File: src/rtl/evt_status_pkg.sv
package evt_status_pkg;
  localparam int SEC_W = 16;
  localparam int ADDR_W = 3;

  typedef enum logic [ADDR_W-1:0] {
    SEC_COND = 3'd0,
    SEC_RISE = 3'd1,
    SEC_FALL = 3'd2,
    SEC_EVT  = 3'd3,
    SEC_EN   = 3'd4
  } sec_e;
endpackage

File: src/rtl/evt_rst_sync.sv
module evt_rst_sync (
  input  logic clk,
  input  logic rst_n,
  output logic rst_sync_n
);
  logic [1:0] sync_q;

  always_ff @(posedge clk or negedge rst_n) begin
    if (!rst_n) sync_q <= 2'b00;
    else        sync_q <= {sync_q[0], 1'b1};
  end

  assign rst_sync_n = sync_q[1];
endmodule

File: src/rtl/evt_cond_track.sv
module evt_cond_track #(
  parameter int W = 16,
  parameter logic [W-1:0] SUM_MASK = '0
) (
  input  logic         clk,
  input  logic         rst_n,
  input  logic [W-1:0] hw_status,
  input  logic         rd_cond,
  output logic [W-1:0] cond_q,
  output logic [W-1:0] cond_prev,
  output logic [W-1:0] rise,
  output logic [W-1:0] fall
);
  logic [W-1:0] cond_d;

  // per-bit next state: plain sample or capture-until-read
  for (genvar i = 0; i < W; i++) begin : g_bit
    if (i == W-1) begin : g_msb
      assign cond_d[i] = 1'b0;
    end else if (SUM_MASK[i]) begin : g_sum
      assign cond_d[i] = hw_status[i] | (cond_q[i] & ~rd_cond);
    end else begin : g_live
      assign cond_d[i] = hw_status[i];
    end
  end

  always_ff @(posedge clk or negedge rst_n) begin
    if (!rst_n) begin
      cond_q    <= '0;
      cond_prev <= '0;
    end else begin
      cond_q    <= cond_d;
      cond_prev <= cond_q;
    end
  end

  assign rise = cond_q & ~cond_prev;
  assign fall = ~cond_q & cond_prev;
endmodule

File: src/rtl/evt_cfg_reg.sv
module evt_cfg_reg #(
  parameter int W = 16,
  parameter logic [W-1:0] RST_VAL = '0
) (
  input  logic         clk,
  input  logic         rst_n,
  input  logic         wr_en,
  input  logic [W-1:0] wdata,
  output logic [W-1:0] val_q
);
  localparam logic [W-1:0] KEEP = {1'b0, {(W-1){1'b1}}};
  logic [W-1:0] val_d;

  always_comb begin
    val_d = val_q;
    if (wr_en) val_d = wdata & KEEP;
  end

  always_ff @(posedge clk or negedge rst_n) begin
    if (!rst_n) val_q <= RST_VAL & KEEP;
    else        val_q <= val_d;
  end
endmodule

File: src/rtl/evt_latch.sv
module evt_latch #(
  parameter int W = 16
) (
  input  logic         clk,
  input  logic         rst_n,
  input  logic [W-1:0] set_vec,
  input  logic         clr,
  output logic [W-1:0] evt_q
);
  logic [W-1:0] evt_d;

  // set wins over clear in the same cycle
  always_comb begin
    evt_d = clr ? '0 : evt_q;
    evt_d = evt_d | set_vec;
  end

  always_ff @(posedge clk or negedge rst_n) begin
    if (!rst_n) evt_q <= '0;
    else        evt_q <= evt_d;
  end
endmodule

File: src/rtl/evt_status_group.sv
module evt_status_group
  import evt_status_pkg::*;
#(
  parameter int W = SEC_W,
  parameter logic [W-1:0] SUM_MASK = 16'h4000
) (
  input  logic              clk,
  input  logic              rst_n,
  input  logic [W-1:0]      hw_status,
  input  logic              bus_sel,
  input  logic              bus_wr,
  input  logic [ADDR_W-1:0] bus_addr,
  input  logic [W-1:0]      bus_wdata,
  output logic [W-1:0]      bus_rdata,
  input  logic              evt_clear,
  output logic              summary
);
  localparam logic [W-1:0] KEEP     = {1'b0, {(W-1){1'b1}}};
  localparam logic [W-1:0] RISE_RST = KEEP;

  logic         rst_sync_n;
  logic         rd_cond, rd_evt, wr_rise, wr_fall, wr_en;
  logic [W-1:0] cond_q, cond_prev, rise, fall;
  logic [W-1:0] rise_q, fall_q, en_q, evt_q, set_vec;

  evt_rst_sync u_rst (.clk(clk), .rst_n(rst_n), .rst_sync_n(rst_sync_n));

  always_comb begin
    rd_cond = bus_sel && !bus_wr && (sec_e'(bus_addr) == SEC_COND);
    rd_evt  = bus_sel && !bus_wr && (sec_e'(bus_addr) == SEC_EVT);
    wr_rise = bus_sel &&  bus_wr && (sec_e'(bus_addr) == SEC_RISE);
    wr_fall = bus_sel &&  bus_wr && (sec_e'(bus_addr) == SEC_FALL);
    wr_en   = bus_sel &&  bus_wr && (sec_e'(bus_addr) == SEC_EN);
  end

  evt_cond_track #(.W(W), .SUM_MASK(SUM_MASK)) u_cond (
    .clk(clk), .rst_n(rst_sync_n), .hw_status(hw_status), .rd_cond(rd_cond),
    .cond_q(cond_q), .cond_prev(cond_prev), .rise(rise), .fall(fall)
  );

  evt_cfg_reg #(.W(W), .RST_VAL(RISE_RST)) u_rise (
    .clk(clk), .rst_n(rst_sync_n), .wr_en(wr_rise), .wdata(bus_wdata), .val_q(rise_q)
  );
  evt_cfg_reg #(.W(W), .RST_VAL('0)) u_fall (
    .clk(clk), .rst_n(rst_sync_n), .wr_en(wr_fall), .wdata(bus_wdata), .val_q(fall_q)
  );
  evt_cfg_reg #(.W(W), .RST_VAL('0)) u_en (
    .clk(clk), .rst_n(rst_sync_n), .wr_en(wr_en), .wdata(bus_wdata), .val_q(en_q)
  );

  assign set_vec = ((rise & rise_q) | (fall & fall_q)) & KEEP;

  evt_latch #(.W(W)) u_evt (
    .clk(clk), .rst_n(rst_sync_n), .set_vec(set_vec),
    .clr(rd_evt || evt_clear), .evt_q(evt_q)
  );

  always_comb begin
    bus_rdata = '0;
    if (bus_sel && !bus_wr) begin
      case (sec_e'(bus_addr))
        SEC_COND: bus_rdata = cond_q;
        SEC_RISE: bus_rdata = rise_q;
        SEC_FALL: bus_rdata = fall_q;
        SEC_EVT:  bus_rdata = evt_q;
        SEC_EN:   bus_rdata = en_q;
        default:  bus_rdata = '0;
      endcase
    end
    bus_rdata = bus_rdata & KEEP;
  end

  assign summary = |(evt_q & en_q);
endmodule

File: config.mk
export PLATFORM = sky130hd
export DESIGN_NAME = evt_status_group
export DESIGN_NICKNAME = d
export VERILOG_FILES = /design/src/rtl/evt_status_pkg.sv /design/src/rtl/evt_rst_sync.sv /design/src/rtl/evt_cond_track.sv /design/src/rtl/evt_cfg_reg.sv /design/src/rtl/evt_latch.sv /design/src/rtl/evt_status_group.sv
export SDC_FILE = /design/constraint.sdc
export NUM_CORES = 1
export LEC_CHECK = 0
export BUFFER_PORTS_ARGS = -buffer_cell sky130_fd_sc_hd__buf_4
export CELL_PAD_IN_SITES_DETAIL_PLACEMENT = 0
export CELL_PAD_IN_SITES_GLOBAL_PLACEMENT = 2
export CORE_UTILIZATION = 39
export DETAILED_ROUTE_END_ITERATION = 8
export PLACE_DENSITY_LB_ADDON = 0.25
export SETUP_SLACK_MARGIN = 0.15
export SYNTH_ARGS = -nofsm -noshare
export SYNTH_HDL_FRONTEND = slang
export SYNTH_SLANG_ARGS = --single-unit
File: constraint.sdc
create_clock -name clk -period 3.36 [get_ports clk]
set_input_delay 0.168 -clock clk [delete_from_list [all_inputs] [get_ports clk]]
set_output_delay 0.168 -clock clk [all_outputs]
set_load 0.1 [all_outputs]
==> out/qor.csv <==
stage;metric;value;unit
yosys;Seq cells post-synth;92;
cells_and_area;proportion of layout cells with a drive suffix above 1;0.418;
global_route;largest net degree at the start of global routing;71;
global_route;total global-route track usage;0.196;
place;final HPWL from detailed placement;5.87;mm
timing;Final Hold Fails;0;
yosys;cell count after synthesis;299;
yosys;mux share of post-synthesis cell area;0.181;
yosys;asr flop ratio synth;1.00;
floorplanning;Die H;103;um
drt;initial drt markers;114;
timing;min Tclk post-route;2030;ps
pwr;PD cells;592;nW/um2
cells_and_area;multi-input logic area;1520;um2
cells_and_area;ant diodes;0;
yosys;synth cell count leaders;77 x dfrtp_1, 50 x mux2_2, 32 x a22oi_1;
global_route;grt total ovfl;0;
setup_path;CP Capture Type;output port;
clocking;clock latency on the worst-skew pair;370;ps
clocking;H-tree levels;3;
min_path;Hold Path Depth;2;
drt;detailed-route wire length;9.38;mm
global_route;met3 Track Usage GR;0.0457;
flow_run;# Max-Cap Violations;0;
yosys;Post-Synth Simple-Gate Area;0.0701;
drt;DR DRC count;0;
setup_path;Max FO, Critical Path;22;
yosys;synth warn;0;
timing;setup TNS;0;ps
cells_and_area;final net count;411;
yosys;top-count cell post-synth;dfrtp_1;
yosys;ys flop type;dfrtp_1;
yosys;Synth top area share;0.482;
drt;Vias/cell;5.22;
floorplanning;Rows;36;
min_path;Hold Path End;u_rise.val_q[6];
global_route;M1 GR Usage;0.281;
cells_and_area;fill cell count;910;
run_status;status;complete, no violations;
yosys;Unique masters post-synth;31;
timing;Slew headroom;0.383;
clocking;CTS Hold Bufs;16;
clocking;clock transition at the registers of the reported paths;100;ps
setup_path;Critical Path RT;3190;ps
global_route;vias in the first global route;2751;
cells_and_area;Reg area;2320;um2
setup_path;R2R setup slack;2080;ps
setup_path;crit start category;input pin;
yosys;largest family of logic cells by synthesized area;multiplexers;
place;Final GP Congestion;0.740;
floorplanning;core area;9860;um2
clocking;clk sinks;92;
timing;# setup viols final;0;
timing;Slew @ Worst Pin;925;ps
floorplanning;I/O Pins;57;
clocking;CTS max path bufs;2;
place;Port Buffers;53;
pwr;peak supply drop;0.000284;V
place;Setup WS pre-CTS;1290;ps
clocking;cts bufs inserted;9;
setup_path;r2r startpoint;u_rst.sync_q[1];
setup_path;crit path DAT;1860;ps
timing;Max Clock Skew;12.9;ps
drt;post-DR wirelength/cell;18.4;um
clocking;Root Buffer;clkbuf_8;
yosys;Post-Synth XOR/XNOR Area;0;
timing;WHS;41.4;ps
global_route;first-pass GRT wire length;15.0;mm
yosys;Synth Area in Compound Gates;0.124;
min_path;Worst Hold Launch;bus_wdata[6];
setup_path;CP startpoint;bus_addr[1];
floorplanning;Chip Width;103;um
clocking;CTS tree;done;
timing;max-slew violations;0;
global_route;antenna violations before repair;0;
pwr;Static Leak;0.00210;uW
yosys;Post-synth EDFFs;0;
min_path;Hold Path Class;in -> reg;
global_route;met2 usage;0.295;
yosys;Synth area leader;dfrtp_1;
timing;fin crit share;0.605;
clocking;post-CTS resize count;0;
yosys;mapped cell area;4000;um2
yosys;largest cells by area after synthesis;dfrtp_1 48%, mux2_2 14%, dfstp_2 9.9%, a22oi_1 6.0%, mux2_4 3.8%;
floorplanning;Starting Density;0.405;
timing;unrepaired setup endpoints after global routing;no;
setup_path;critical path type;in -> out;
timing;post-route setup slack;1330;ps
timing;Peak Freq;0.492;GHz
yosys;Post-Syn Area per Cell;13.4;um2
yosys;Adder-Cell Fraction of Synth Area;0;
drt;detailed-router iteration count before antenna repair;4;
drt;Post-DRT Antenna Nets;0;
cells_and_area;area grow syn2layout;23.4;%
setup_path;reg2reg path depth;1;
floorplanning;die area;10700;um2
yosys;Syn Nets;339;
setup_path;Reg2Reg Capture Point;u_rise.val_q[10];
yosys;sequential area share after synthesis;0.581;
global_route;GRT busiest layer;met2;
drt;DR vias;2656;
clocking;post-CTS setup buffer count;0;
-- through the flow --
stage,std cells,power [uW],area [um2],utilization
finish,509,2920,4930,0.500
global route,509,3060,4930,0.500
CTS,509,2950,4930,0.500
detailed placement,477,2020,4520,0.459
global placement,477,2010,4520,0.459
floorplan,299,1850,4000,-
-- logic make-up (layout without fill, tap and decap cells) --
| family | count (synthesis) | after routing |
|---|---|---|
| compound gates | 68 | 68 |
| flops | 92 | 92 |
| mux | 61 | 61 |
| other cells | 2 | 2 |
| buf+inv | 31 | 108 |
| simple gates | 45 | 45 |
-- flip-flops by register name, summed over array words and instances, names as in the netlist --
name              flops
u_cond.cond_prev     15
u_fall.val_q         15
u_rise.val_q         15
u_evt.evt_q          15
u_en.val_q           15
u_cond.cond_q        15
u_rst.sync_q          2
-- final cells by class --
| class | instances | share of cell area |
|---|---|---|
| Inverter | 15 | 0.0114 |
| Timing Repair Buffer | 77 | 0.125 |
| Sequential cell | 92 | 0.471 |
| Multi-Input combinational cell | 176 | 0.308 |
| Clock buffer | 10 | 0.0279 |
| Clock inverter | 6 | 0.0226 |
| Tap cell | 133 | 0.0337 |
-- metal layers --
layer	routed length [um]	share of wire
met1	4570	0.49
met2	4280	0.46
met3	429	0.046
met4	98	0.010
met5	0	0
-- how the worst max path moves through the flow --
stage	to	slack (ps)	depth (start not counted)
floorplan	bus_rdata[10]	620	5
global placement	bus_rdata[2]	1270	5
detailed placement	bus_rdata[2]	1290	5
CTS	bus_rdata[2]	1280	5
global route	bus_rdata[2]	1150	5
finish	bus_rdata[8]	1330	5
-- power breakdown --
group	internal [uW]	switching [uW]	total [uW]
clock	514	398	913
combinational	276	246	522
sequential	1320	165	1480
total	2110	809	2920
-- cells in the final DEF, fill, tap and decap left out, drive strengths merged, types with 2 or more instances in the layout --
master and n:
nand3b 15, nor2b 2, clkbuf 10, inv 15, a22oi 32, dlygate4sd3 16
nand2 19, and3 3, buf 61, mux2 60, dfstp 15, a21oi 14
clkinv 2, conb 2, nor3b 2, o221ai 15, bufinv 3, dfrtp 77
-- critical path: stages --
cell     delay [ps]
buf_4           220
nor3_4          730
a22oi_1         130
a21oi_1         250
buf_4           340
No activity file was read; power rests on OpenSTA's default activity.
